**config.mk**
```make
export PLATFORM = sky130hd
export DESIGN_NAME = ptw_walker
export DESIGN_NICKNAME = d
export VERILOG_FILES = /design/src/rtl/ptw_pkg.sv /design/src/rtl/ptw_entry_addr.sv /design/src/rtl/ptw_desc_decode.sv /design/src/rtl/ptw_walker.sv
export SDC_FILE = /design/constraint.sdc
export NUM_CORES = 1
export LEC_CHECK = 0
export ABC_AREA = 0
export BUFFER_PORTS_ARGS = -buffer_cell sky130_fd_sc_hd__clkbuf_2
export CORE_MARGIN = 2
export CORE_UTILIZATION = 48
export CTS_BUF_LIST = sky130_fd_sc_hd__clkbuf_4 sky130_fd_sc_hd__clkbuf_8
export DETAILED_ROUTE_END_ITERATION = 16
export GPL_TIMING_DRIVEN = 0
export PLACE_DENSITY = 0.82
export REMOVE_ABC_BUFFERS = 1
export SYNTH_ARGS = -nofsm -noshare
export SYNTH_HDL_FRONTEND = slang
export SYNTH_SLANG_ARGS = --single-unit
export TNS_END_PERCENT = 5
```
**constraint.sdc**
```tcl
create_clock -name clk -period 3.5 [get_ports clk]
set_clock_uncertainty 0.1 [all_clocks]
set_input_delay 0.175 -clock clk [delete_from_list [all_inputs] [get_ports clk]]
set_output_delay 0.175 -clock clk [all_outputs]
set_load 0.01 [all_outputs]
```
**src/rtl/ptw_pkg.sv**
```systemverilog
package ptw_pkg;

    // Walk level; the numeric value doubles as the fault code.
    typedef enum logic [1:0] {
        LVL_ROOT = 2'd0,
        LVL_PTR  = 2'd1,
        LVL_PAGE = 2'd2,
        LVL_IND  = 2'd3
    } walk_level_e;

    typedef enum logic [1:0] {
        DK_INVALID  = 2'd0,
        DK_INDIRECT = 2'd1,
        DK_RESIDENT = 2'd2
    } desc_kind_e;

    typedef enum logic [1:0] {
        ST_IDLE  = 2'd0,
        ST_ISSUE = 2'd1,
        ST_WAIT  = 2'd2,
        ST_DONE  = 2'd3
    } walk_state_e;

    localparam int ENTRY_SHIFT = 2;

    function automatic desc_kind_e raw_kind(input logic [1:0] tbits);
        case (tbits)
            2'b00:   return DK_INVALID;
            2'b01:   return DK_INDIRECT;
            default: return DK_RESIDENT;
        endcase
    endfunction

    // Indirection is only meaningful on the first page-level read.
    function automatic desc_kind_e kind_at(input logic [1:0] tbits, input walk_level_e lvl);
        desc_kind_e k;
        k = raw_kind(tbits);
        if (k == DK_INDIRECT && lvl != LVL_PAGE) return DK_INVALID;
        return k;
    endfunction

endpackage

```
**src/rtl/ptw_entry_addr.sv**
```systemverilog
module ptw_entry_addr
    import ptw_pkg::*;
#(
    parameter int ADDR_W     = 32,
    parameter int ROOT_IDX_W = 7,
    parameter int PTR_IDX_W  = 7,
    parameter int PAGE_IDX_W = 6
) (
    input  walk_level_e                                  lvl,
    input  logic [ADDR_W-1:0]                            base,
    input  logic [ROOT_IDX_W+PTR_IDX_W+PAGE_IDX_W-1:0]   vpn,
    output logic [ADDR_W-1:0]                            entry_addr
);
    localparam int PTR_LSB  = PAGE_IDX_W;
    localparam int ROOT_LSB = PAGE_IDX_W + PTR_IDX_W;

    logic [ADDR_W-1:0] idx;

    always_comb begin
        case (lvl)
            LVL_ROOT: idx = ADDR_W'(vpn[ROOT_LSB +: ROOT_IDX_W]);
            LVL_PTR:  idx = ADDR_W'(vpn[PTR_LSB +: PTR_IDX_W]);
            LVL_PAGE: idx = ADDR_W'(vpn[0 +: PAGE_IDX_W]);
            default:  idx = '0;   // indirect read: the pointer is the address
        endcase
        entry_addr = base + (idx << ENTRY_SHIFT);
    end
endmodule

```
**src/rtl/ptw_desc_decode.sv**
```systemverilog
module ptw_desc_decode
    import ptw_pkg::*;
#(
    parameter int ADDR_W   = 32,
    parameter int OFFSET_W = 12
) (
    input  logic [ADDR_W-1:0]          desc,
    input  walk_level_e                lvl,
    output desc_kind_e                 kind,
    output logic [ADDR_W-1:0]          next_base,
    output logic [ADDR_W-OFFSET_W-1:0] frame
);
    always_comb begin
        kind      = kind_at(desc[1:0], lvl);
        next_base = {desc[ADDR_W-1:2], 2'b00};
        frame     = desc[ADDR_W-1:OFFSET_W];
    end
endmodule

```
**src/rtl/ptw_walker.sv**
```systemverilog
module ptw_walker
    import ptw_pkg::*;
#(
    parameter int ADDR_W     = 32,
    parameter int ROOT_IDX_W = 7,
    parameter int PTR_IDX_W  = 7,
    parameter int PAGE_IDX_W = 6,
    localparam int VPN_W     = ROOT_IDX_W + PTR_IDX_W + PAGE_IDX_W,
    localparam int OFFSET_W  = ADDR_W - VPN_W
) (
    input  logic              clk,
    input  logic              rst,
    input  logic              req_valid,
    output logic              req_ready,
    input  logic [VPN_W-1:0]  req_vpage,
    input  logic              req_super,
    input  logic              req_ifetch,
    input  logic [ADDR_W-1:0] urp,
    input  logic [ADDR_W-1:0] srp,
    output logic              mem_req,
    output logic [ADDR_W-1:0] mem_addr,
    input  logic              mem_valid,
    input  logic [ADDR_W-1:0] mem_rdata,
    input  logic              mem_err,
    output logic              res_valid,
    input  logic              res_ack,
    output logic              res_fault,
    output logic [1:0]        res_fault_lvl,
    output logic [VPN_W-1:0]  res_frame,
    output logic [VPN_W-1:0]  res_vpage,
    output logic              res_super,
    output logic              res_ifetch
);
    walk_state_e       state_q;
    walk_level_e       lvl_q;
    logic [ADDR_W-1:0] base_q;
    logic [VPN_W-1:0]  vpn_q;
    logic [VPN_W-1:0]  frame_q;
    logic              super_q, ifetch_q, fault_q;

    desc_kind_e        kind;
    logic [ADDR_W-1:0] next_base;
    logic [VPN_W-1:0]  frame_d;

    ptw_entry_addr #(
        .ADDR_W(ADDR_W), .ROOT_IDX_W(ROOT_IDX_W),
        .PTR_IDX_W(PTR_IDX_W), .PAGE_IDX_W(PAGE_IDX_W)
    ) addr_i (
        .lvl(lvl_q), .base(base_q), .vpn(vpn_q), .entry_addr(mem_addr)
    );

    ptw_desc_decode #(.ADDR_W(ADDR_W), .OFFSET_W(OFFSET_W)) dec_i (
        .desc(mem_rdata), .lvl(lvl_q), .kind(kind),
        .next_base(next_base), .frame(frame_d)
    );

    always_ff @(posedge clk) begin
        if (rst) begin
            state_q  <= ST_IDLE;
            lvl_q    <= LVL_ROOT;
            base_q   <= '0;
            vpn_q    <= '0;
            frame_q  <= '0;
            super_q  <= 1'b0;
            ifetch_q <= 1'b0;
            fault_q  <= 1'b0;
        end else begin
            case (state_q)
                ST_IDLE: if (req_valid) begin
                    base_q   <= (req_super ? srp : urp) & ~ADDR_W'(3);
                    vpn_q    <= req_vpage;
                    super_q  <= req_super;
                    ifetch_q <= req_ifetch;
                    lvl_q    <= LVL_ROOT;
                    fault_q  <= 1'b0;
                    state_q  <= ST_ISSUE;
                end
                ST_ISSUE: state_q <= ST_WAIT;
                ST_WAIT: if (mem_valid) begin
                    if (mem_err || kind == DK_INVALID) begin
                        fault_q <= 1'b1;
                        state_q <= ST_DONE;
                    end else if (kind == DK_INDIRECT) begin
                        base_q  <= next_base;
                        lvl_q   <= LVL_IND;
                        state_q <= ST_ISSUE;
                    end else if (lvl_q == LVL_ROOT || lvl_q == LVL_PTR) begin
                        base_q  <= next_base;
                        lvl_q   <= walk_level_e'(lvl_q + 2'd1);
                        state_q <= ST_ISSUE;
                    end else begin
                        frame_q <= frame_d;
                        state_q <= ST_DONE;
                    end
                end
                default: if (res_ack) state_q <= ST_IDLE;
            endcase
        end
    end

    always_comb begin
        req_ready     = (state_q == ST_IDLE);
        mem_req       = (state_q == ST_ISSUE);
        res_valid     = (state_q == ST_DONE);
        res_fault     = fault_q;
        res_fault_lvl = lvl_q;
        res_frame     = frame_q;
        res_vpage     = vpn_q;
        res_super     = super_q;
        res_ifetch    = ifetch_q;
    end


    req_pulse_chk: assert property (@(posedge clk) disable iff (rst)
        mem_req |=> !mem_req);


    res_hold_chk: assert property (@(posedge clk) disable iff (rst)
        res_valid && !res_ack |=> res_valid && $stable(res_frame) && $stable(res_fault)
            && $stable(res_fault_lvl) && $stable(res_vpage));


    ack_idle_chk: assert property (@(posedge clk) disable iff (rst)
        res_valid && res_ack |=> req_ready);


    ready_busy_chk: assert property (@(posedge clk) disable iff (rst)
        req_ready |-> !res_valid && !mem_req);


    res_after_mem_chk: assert property (@(posedge clk) disable iff (rst)
        $rose(res_valid) |-> $past(mem_valid));

endmodule

```
## Word-level counts from Yosys, hierarchy flattened

Cells that the tools add are included.

- Register bits: 79
- Bits of input ports: 124
- Output and inout bits: 80

- Mux-type cells: 29
- Add/sub/neg operators: 2
- Equality and inequality tests: 14
- Bitwise operators: 3
- Reduce and logical (&&, ||, !) cells: 14

Operators with widths:

| kind | number |
|---|---|
| two-way mux 32 bit | 6 |
| one-hot mux 32 bit (2 select lines) | 1 |
| adder 32 x 9 -> 32 bit | 1 |
| two-way mux 2 bit | 13 |
| one-hot mux 7 bit (3 select lines) | 1 |
| == test 2 x 1 -> 1 bit (second input constant) | 5 |
| inequality test 2 bit (second input constant) | 5 |
| AND reduction 5 bit | 2 |
| logical NOT 2 bit | 4 |
| one-hot mux 2 bit (2 select lines) | 2 |
| == test 2 bit (second input constant) | 3 |
| one-hot mux 2 bit (3 select lines) | 1 |
| two-way mux 1 bit | 4 |
| AND reduction 4 bit | 1 |
| nonzero test 4 bit | 1 |
| inequality test 3 bit (second input constant) | 1 |
| NOT 1 bit | 3 |
| AND reduction 3 bit | 1 |
| adder 2 x 1 -> 2 bit (second input constant) | 1 |
| logical OR 1 bit | 2 |
| one-hot mux 1 bit (2 select lines) | 1 |
| AND reduction 2 bit | 1 |
| nonzero test 2 bit | 1 |
| logical AND 1 bit | 1 |

## Longest topological paths before layout

Gate-level depths: netlist (run 1).

- Depth after elaboration: 11
- Depth in mapped cells: 13

## By module

Synthesis (run 1) repeated with hierarchy kept, for this count alone.

- Cell total of the unflattened synthesis: 599
- Area total of the unflattened synthesis: 4937.2 µm²

By module, submodules not included:

| module | cells an instance | area an instance (µm²) | instances | seq. area each (µm²) |
|---|---|---|---|---|
| ptw_walker | 419 | 3631.0 | 1 | 1581.5 |
| ptw_entry_addr | 125 | 895.9 | 1 | 0.0 |
| ptw_desc_decode | 55 | 410.4 | 1 | 0.0 |

## Worst setup path after synthesis (run 1)

No wires, ideal clock.

- Path kind: register to output
- From: register lvl_q[0], in the netlist res_fault_lvl[0]
- To: output mem_addr[12]
- Path buffers: 2
- Arrival: 2.834 ns
- Data required time: 3.225 ns
- Stages on the path, launching flop included: 14
- Path slack: 0.391 ns
- Cells stage by stage: dfxtp_1 > inv_1 > ha_1 > buf_4 > a222oi_1 > nor2_1 > ha_1 > fa_1 > a21o_1 > a221oi_2 > o21bai_1 > buf_2 > nand4_1 > xnor2_1

- Word-level cells in the longest chain between the ends: 3
- Elaborated cells on any way between the ends: 5
- Those cells by class: add/sub (1); eq/ne (2); mux (1); reduce/logical (1)

RTL lines:

| what | RTL line | RTL |
|---|---|---|
| start: declaration | ptw_walker.sv:35 | `walk_level_e lvl_q;` |
| start signal: assignment | ptw_walker.sv:89 | `lvl_q <= walk_level_e'(lvl_q + 2'd1);` |
| == test 2 bit (tied with other cells) | ptw_entry_addr.sv:20 | `case (lvl)` |
| one-hot mux 7 bit (3 select lines) * | ptw_entry_addr.sv:20 |  |
| adder 32 x 9 -> 32 bit * | ptw_entry_addr.sv:26 | `entry_addr = base + (idx << ENTRY_SHIFT);` |
| end: declaration | ptw_walker.sv:21 | `output logic [ADDR_W-1:0] mem_addr,` |

Mark *: on every way between the ends. The rest lies on a longest branch, timed or not.

## Worst setup path after layout (run 1)

- From: register lvl_q[0], in the netlist res_fault_lvl[0]
- To: output mem_addr[23]

Same word-level chain as after synthesis.

==> reports/metrics.cfg, run 1 <==
[sta]
tightest_slew_ns=1.234
fin_tns_setup_ns=0
period_share=0.9739
fin_crit_ns=3.409
finalHoldViolations=0
rsz0062_at_grt=yes
clock.fmax_ghz=0.2934
finalMaxSlewViolations=0
slew_headroom=0.1772
setup_viol=0

[floorplan]
die_y_um=98.52
die-area_um2=9705
rows=34
die_w_um=98.52
num_io_pins=204
core_um2=8678
start_util=0.4941

[drt]
vias_per_cell=5.485
route.vias.total=4646
wire_per_inst_um=16.04
drt_iter0_drc=199
drc=0
antenna_left=0
drt_wl_total_um=13580
drt_pass1_iterations=5

[grt]
grt_pass1_wl_um=21470
grt_max_degree=78
grt_remaining_overflow=0
grt_antenna_before_repair=0
track_usage=0.2696
grt_pass1_vias=4684

[layout]
drive_above_1_share=0.3329
multiInputGateArea_um2=2665
n_antenna_cell=0
num-fill-cells=674
area_growth_pct=41.20
mostFrequentLayoutCell=clkbuf_2
fin_util=0.6977
seq_area_um2=1549
fin_nets=870
layout_common_cells=clkbuf_2 (189), nand2_1 (120), dfxtp_1 (75), a21oi_1 (59), mux2i_1 (50)
fin_cells=847

[power_and_ir_drop]
p_leak_nw=2.949
switching_share=0.3001
peakVddDrop_mv=0.3049
switchingPower_mw=0.7187
power_density_nw_per_um2=395.6
power_frac_clock=0.346
p_int_mw=1.676
seq_power_share=0.415
combPwrFrac=0.239

[logic_synthesis]
synth_compound_area_frac=0.1795
synth_seq_cells=77
synth_fa_ha_area_frac=0.03677
synthFlopType=dfxtp_1
synth_cells=520
synth_warnings=0
synth.area.mux_share=0.1167
synth-edff-count=0
synth_xor_area_frac=0.05719
async_reset_ff_frac=0
avgSynthCellArea_um2=8.246
yosysSeqAreaShare=0.3595
synth_top_family_by_area=simple AND/OR/NAND/NOR gates
synthDistinctLibCells=47
yosys.area_share.simple=0.1952
synth_area_um2=4288

[clock_tree]
cts_buffer_depth=2
cts_sinks=77
cts_tree=built
path_clk_slew_ns=0.08
clk_latency_ns=0.34
cts_max_level=3
clockRootBuffer=clkbuf_8
cts_buffers=9

[worst_setup_path]
arrival_ns=3.13
criticalPathCategory=reg -> out
path_max_fanout=8
worst_setup_path_end_kind=output port
start_kind=register
required_ns=3.22

[placement]
routabilityCongestion=0.8000
hpwl_um=8578
portBuffers=197
dp_cells=785

[outcome]
status=finished, final reports clean

[job]
drv_cap=0

[worst_hold_path]
hold_class=in -> reg

synth_stat cells, types with 2 or more instances:
master / n / area [um2]
nand2_1: 120 / 450.4
dfxtp_1: 77 / 1541
a21oi_1: 60 / 300.3
mux2i_1: 50 / 500.5
nor2_1: 32 / 120.1
o211ai_1: 32 / 240.2
xnor2_1: 26 / 227.7
clkbuf_1: 18 / 67.56
nand4_1: 13 / 81.33
buf_2: 12 / 60.06
ha_1: 11 / 137.6
buf_4: 8 / 60.06
nand3_1: 7 / 35.03
a222oi_1: 6 / 60.06
a21o_1: 4 / 30.03
and4_1: 4 / 35.03
inv_1: 4 / 15.01
and2_1: 3 / 18.77
buf_1: 2 / 7.510
buf_6: 2 / 22.52
o21ai_0: 2 / 10.01
xor2_1: 2 / 17.52
final timing paths:
| path | endpoint | from | slack (ns) | depth (start not counted) |
|---|---|---|---|---|
| worst max-delay path | mem_addr[23] | res_fault_lvl[0]$_SDFFE_PP0P_ | 0.09 | 11 |
| worst min-delay path | res_frame[9]$_SDFFE_PP0P_ | mem_rdata[21] | 0.01 | 3 |
| worst max register to register | base_q[7]$_SDFFE_PP0P_ | state_q[1]$_SDFFE_PP0P_ | 0.78 | 5 |
| worst min register to register | res_ifetch$_SDFFE_PP0P_ | res_ifetch$_SDFFE_PP0P_ | 0.36 | 2 |
area by class of cell:
cell class / count / share of cell area
Tap cell: 108 / 0.02232
Sequential cell: 77 / 0.2558
Multi-Input combinational cell: 400 / 0.4402
Clock buffer: 10 / 0.02170
Clock inverter: 6 / 0.01839
Timing Repair Buffer: 242 / 0.2387
Inverter: 4 / 0.002893
through the flow:
stage,area (um2),setup slack (ns),hold WS [ns],total power [mW]
after floorplan,4074,0.3950,0.1441,1.284
after global placement,5195,-0.4018,0.2995,1.498
after detailed placement,5239,-0.1899,0.3081,1.522
after CTS,5971,0.008507,0.006453,2.381
after global routing,6055,-0.04077,0.02839,2.506
final,6055,0.09142,0.009638,2.395
registers in the layout (all words and copies together), names as in the netlist:
name / count
base_q: 30
res_frame: 20
res_vpage: 20
res_fault_lvl: 2
state_q: 2
res_fault: 1
res_ifetch: 1
res_super: 1
metal layers:
| metal | vias up | GRT usage | routed length, um |
|---|---|---|---|
| li1 | 2255 | - | - |
| met1 | 2133 | 0.3122 | 5300 |
| met2 | 216 | 0.4715 | 6853 |
| met3 | 42 | 0.06170 | 970 |
| met4 | 0 | 0.1264 | 458 |
| met5 | - | 0 | 0 |
power by group through the flow:
stage	registers (mW)	clock network, mW	logic [mW]
CTS	0.993	0.835	0.553
detailed placement	1.01	0	0.508
global placement	1.01	0	0.489
floorplan	1.01	0	0.274
finish	0.994	0.828	0.573
global route	1.01	0.873	0.627
repair_timing:
action	CTS	global route
pin swaps	5	10
hold endpoints to repair	38	0
gates resized for setup	18	14
cloned	2	0
hold buffers	38	0
endpoints found under the setup margin	20	21
buffers inserted	1	5
worst max-delay path, cell delays in order (launching register included):
cell,delay (ns)
dfxtp_4,0.39
inv_4,0.06
ha_4,0.20
a222oi_1,0.42
nor2_1,0.15
ha_4,0.33
and3_1,0.24
a21boi_4,0.25
o31a_2,0.26
nand4_1,0.15
xnor2_1,0.18
clkbuf_2,0.17
cell families (layout without fill, tap and decap cells):
logic type      count (synthesis)  after routing
mux                            50             50
buf+inv                        46            262
compound gates                116            118
other cells                     1              2
flops                          77             77
simple gates                  190            190
fa+ha+maj                      12             12
xor+xnor                       28             28
(Power assumes the default switching activity.)
==> run 2: changes to the inputs <==
Settings changed: GPL_TIMING_DRIVEN 0 to unset.
==> run 2 against run 1 <==
Effect of this change: worst hold slack worse by 0.0017 ns; sequential share of layout area is 0.22 points higher; wire length barely moved; worst setup slack worse by 0.027 ns; critical path depth rose by 2; fmax fell by 0.77%; count of clock-buffer cells in the layout up 1; critical path type unchanged.
==> reports/metrics.cfg, run 2 (synthesis results as in run 1) <==
[grt]
grt_remaining_overflow=0
grt_pass1_wl_um=21330
grt_pass1_vias=4552
grt_antenna_before_repair=0
grt_max_degree=63
track_usage=0.2697

[worst_setup_path]
path_max_fanout=8
arrival_ns=3.16
worstRegToRegCells=8
cp.depth=13
r2r_setup_slack_ns=1.03
regToRegStartpoint=res_fault_lvl[1]$_SDFFE_PP0P_
path_delay_family=compound AO/OA/AOI/OAI gates
criticalPathCategory=reg -> out
worst_setup_path_end_kind=output port
r2r-end=res_frame[1]$_SDFFE_PP0P_
crit_start=res_fault_lvl[0]$_SDFFE_PP0P_
required_ns=3.22
endpoint=mem_addr[26]
critPathBufInv=3
start_kind=register
path_cells=inv_4, ha_4, a222oi_1, nor2_1, ha_2, fa_2, a21o_1, a221oi_4, buf_6, o21bai_4, nand4_1, xnor2_2, buf_2
crit_slowest_cell=dfxtp_4
cp_slowest_stage_delay_ns=0.40

[placement]
hpwl_um=8885
portBuffers=197
place_ws_ns=-0.2275
routabilityCongestion=0.8021

[sta]
clock.fmax_ghz=0.2911
fin_tns_setup_ns=0
finalMaxSlewViolations=0
fin_crit_ns=3.435
rsz0062_at_grt=yes
tightest_slew_ns=1.124
worst_slack_ns=0.06485
period_share=0.9815
finalHoldViolations=0
slew_headroom=0.2507
setup_viol=0

[clock_tree]
cts_max_level=3
clk_latency_ns=0.34
path_clk_slew_ns=0.07
cts_buffers=9
cts_sinks=77
clockRootBuffer=clkbuf_8
cts_tree=built
cts_buffer_depth=2

[power_and_ir_drop]
p_leak_nw=2.943
peakVddDrop_mv=0.1904
power_density_nw_per_um2=364.3

[drt]
drt_iter0_drc=177
wire_per_inst_um=15.95
drt_pass1_iterations=7
drc=0
drt_wl_total_um=13590
antenna_left=0
route.vias.total=4653
vias_per_cell=5.461

[job]
drv_cap=0

[floorplan]
core_um2=8678
num_io_pins=204
die-area_um2=9705
start_util=0.4941
rows=34
die_w_um=98.52
die_y_um=98.52

[layout]
fin_nets=875
drive_above_1_share=0.3360
layout_common_cells=clkbuf_2 (195), nand2_1 (120), dfxtp_1 (75), a21oi_1 (60), mux2i_1 (50)
largest_register=base_q
num-fill-cells=695
area_growth_pct=40.01
n_antenna_cell=0
mostFrequentLayoutCell=clkbuf_2
largest_register_ffs=30
fin_util=0.6918

[worst_hold_path]
hold_class=in -> reg

[outcome]
status=finished, final reports clean

==> run 2: cell count changes in the layout (fill, tap and decap cells not counted), sizes merged <==
cell         previous run  this run
clkbuf                200       206
bufinv                  3         0
clkinv                  2         3
dlygate4sd3            38        39
inv                     4         5
o31a                    2         1
==> run 2: tightest hold or removal path, stage by stage <==
cell      delay (ns)
clkbuf_2        0.10
mux2i_1         0.06
nor2_1          0.08
==> run 2: routing by layer <==
metal | up-vias | global-route usage | wire, um
met3 | 32 | 0.04184 | 783
li1 | 2257 | - | -
met2 | 198 | 0.4929 | 7123
met1 | 2166 | 0.3146 | 5311
met4 | 0 | 0.1075 | 369
met5 | - | 0 | 0
==> run 2: per-stage QoR <==
stage,instance area (um2),instances,hold slack (ns),total power [mW]
2_1_floorplan,4074,479,0.1441,1.284
3_3_place_gp,5254,790,0.2983,1.512
3_5_place_dp,5254,790,0.3041,1.528
4_1_cts,5949,848,0.001052,2.197
5_1_grt,6003,852,0.04109,2.299
6_report,6003,852,0.007946,2.187
==> run 2: worst min path at each step <==
stage                             start                         end  slack (ns)  cells past startpoint
after floorplan                     rst     base_q[10]$_SDFFE_PP0P_        0.14                      1
after global placement    req_vpage[17]  res_vpage[17]$_SDFFE_PP0P_        0.30                      3
after detailed placement  req_vpage[14]  res_vpage[14]$_SDFFE_PP0P_        0.30                      3
after CTS                 mem_rdata[23]  res_frame[11]$_SDFFE_PP0P_       0.001                      3
after global routing      mem_rdata[20]   res_frame[8]$_SDFFE_PP0P_        0.04                      3
final                     mem_rdata[23]  res_frame[11]$_SDFFE_PP0P_       0.008                      3
==> run 2: final cells by class <==
| class | count | area (um2) | share of cell area |
|---|---|---|---|
| clock buffer | 11 | 145.1 | 0.02418 |
| clock inverter | 5 | 35.03 | 0.005836 |
| inverter | 4 | 17.52 | 0.002918 |
| multi-input combinational | 399 | 2639 | 0.4396 |
| sequential | 77 | 1549 | 0.2580 |
| tap | 108 | 135.1 | 0.02251 |
| timing repair buffer | 248 | 1483 | 0.2470 |
==> run 2: power breakdown <==
group | total (mW) | switching (mW) | internal, mW
sequential | 0.999 | 0.0657 | 0.933
combinational | 0.565 | 0.306 | 0.259
clock | 0.623 | 0.337 | 0.286
total | 2.19 | 0.709 | 1.48
==> run 2: timing repair <==
action	in CTS	in global routing
endpoints found under the setup margin	20	20
gates cloned	1	0
gates resized for setup	15	10
hold endpoints to repair	39	0
pin swaps	5	4
setup buffers	2	4
hold buffers	39	0
==> run 3: changes to the inputs <==
Settings changed: RECOVER_POWER set to 100.
==> run 3 against run 2 <==
Effect of this change: critical path depth is the same; non-clock buffer count is the same; sequential power is essentially flat; cell count is the same; utilization shrank 0.63 points; largest power group unchanged; die area is the same; via count is essentially flat; sequential share of layout area grew 0.24 points; wire length grew 0.42%; worst setup slack gained 0.0091 ns; total power shrank 0.17%; fmax grew 0.26%.
==> reports/metrics.cfg, run 3 (synthesis results as in run 1) <==
[outcome]
status=finished, final reports clean

[sta]
worst_slack_ns=0.07392
rsz0062_at_grt=yes
clock.fmax_ghz=0.2919
slew_headroom=0.2502
setup_viol=0
finalHoldViolations=0
tightest_slew_ns=1.125
finalMaxSlewViolations=0
period_share=0.9789
fin_crit_ns=3.426
whs_ns=0.006700
fin_tns_setup_ns=0

[power_and_ir_drop]
seq_power_share=0.458
switching_share=0.3249
combPwrFrac=0.257
p_int_mw=1.474
switchingPower_mw=0.7095
p_leak_nw=2.793
power_density_nw_per_um2=367.1
peakVddDrop_mv=0.1909
power_frac_clock=0.286

[grt]
grt_remaining_overflow=0
track_usage=0.2697
grt_pass1_vias=4552
grt_pass1_wl_um=21330
grt_max_degree=63
grt_antenna_before_repair=0

[floorplan]
die_y_um=98.52
core_um2=8678
rows=34
start_util=0.4941
die-area_um2=9705
num_io_pins=204
die_w_um=98.52

[clock_tree]
path_clk_slew_ns=0.07
clk_latency_ns=0.34
cts_max_level=3
cts_buffer_depth=2
clockRootBuffer=clkbuf_8
cts_sinks=77
cts_tree=built
cts_buffers=9

[worst_setup_path]
criticalPathCategory=reg -> out
regToRegStartpoint=res_fault_lvl[1]$_SDFFE_PP0P_
crit_start=res_fault_lvl[0]$_SDFFE_PP0P_
arrival_ns=3.15
required_ns=3.22
r2r-end=res_frame[1]$_SDFFE_PP0P_
start_kind=register
r2r_setup_slack_ns=1.03
endpoint=mem_addr[26]
worstRegToRegCells=8
worst_setup_path_end_kind=output port
path_max_fanout=8

[layout]
layout_common_cells=clkbuf_2 (151), nand2_1 (120), dfxtp_1 (75), a21oi_1 (60), mux2i_1 (50)
fin_area_um2=5948
largest_register_ffs=30
fin_nets=875
n_antenna_cell=0
area_growth_pct=38.72
mostFrequentLayoutCell=clkbuf_2
largest_register=base_q
drive_above_1_share=0.2769
fin_util=0.6854

[drt]
drt_wl_total_um=13640
route.vias.total=4649
wire_per_inst_um=16.01
drt_iter0_drc=185
drc=0
antenna_left=0
drt_pass1_iterations=7
vias_per_cell=5.457

[placement]
routabilityCongestion=0.8021
place_area_um2=5254
hpwl_um=8885
portBuffers=197
place_ws_ns=-0.2275

[worst_hold_path]
hold_class=in -> reg

[job]
drv_cap=0

run 3: layout make-up:
class,count,area [um2]
clock buffers,11,145.1
clock inverters,5,35.03
fillers,725,2730
inverters,4,17.52
multi-input cells,399,2639
flip-flops and latches,77,1549
well taps,108,135.1
repair buffers,248,1428
run 3: worst min-delay path by stage:
stage,startpoint,endpoint,cells past startpoint,slack (ns)
floorplan,rst,base_q[10]$_SDFFE_PP0P_,1,0.14
global placement,req_vpage[17],res_vpage[17]$_SDFFE_PP0P_,3,0.30
detailed placement,req_vpage[14],res_vpage[14]$_SDFFE_PP0P_,3,0.30
CTS,mem_rdata[23],res_frame[11]$_SDFFE_PP0P_,3,0.001
global route,mem_rdata[20],res_frame[8]$_SDFFE_PP0P_,3,0.04
finish,mem_rdata[23],res_frame[11]$_SDFFE_PP0P_,3,0.007
run 3: critical path: stages, from the launching register on:
cell	delay [ns]
dfxtp_4	0.40
inv_4	0.06
ha_4	0.18
a222oi_1	0.33
nor2_1	0.08
ha_2	0.20
fa_2	0.35
a21o_1	0.21
a221oi_4	0.25
buf_6	0.16
o21bai_4	0.13
nand4_1	0.16
xnor2_2	0.14
buf_2	0.16
run 3: metrics by stage:
| step | std cells | total power, mW |
|---|---|---|
| 2_1_floorplan | 479 | 1.284 |
| 3_3_place_gp | 790 | 1.512 |
| 3_5_place_dp | 790 | 1.528 |
| 4_1_cts | 848 | 2.197 |
| 5_1_grt | 852 | 2.295 |
| 6_report | 852 | 2.183 |
run 3: power by group through the flow:
stage	registers [mW]	logic (mW)	clock network (mW)
after detailed placement	1.02	0.511	0
after global placement	1.01	0.497	0
after CTS	0.998	0.560	0.638
after global routing	1.01	0.619	0.669
after floorplan	1.01	0.274	0
final	0.999	0.560	0.624
run 3: metal layers:
metal  global-route usage  routed length [um]  vias to the layer above  share of wire
met5                    0                   0                        -              0
met4               0.1075                 395                        0          0.029
met3              0.04184                 801                       34          0.059
met2               0.4929                7081                      196           0.52
met1               0.3146                5366                     2158           0.39
li1                     -                   -                     2261              -
run 3: what timing repair did:
item	in CTS	in global routing
hold endpoints to repair	39	0
setup buffers	2	4
pin swaps	5	4
endpoints found under the setup margin	20	20
gates cloned	1	0
hold buffers	39	0
resized for setup	15	10
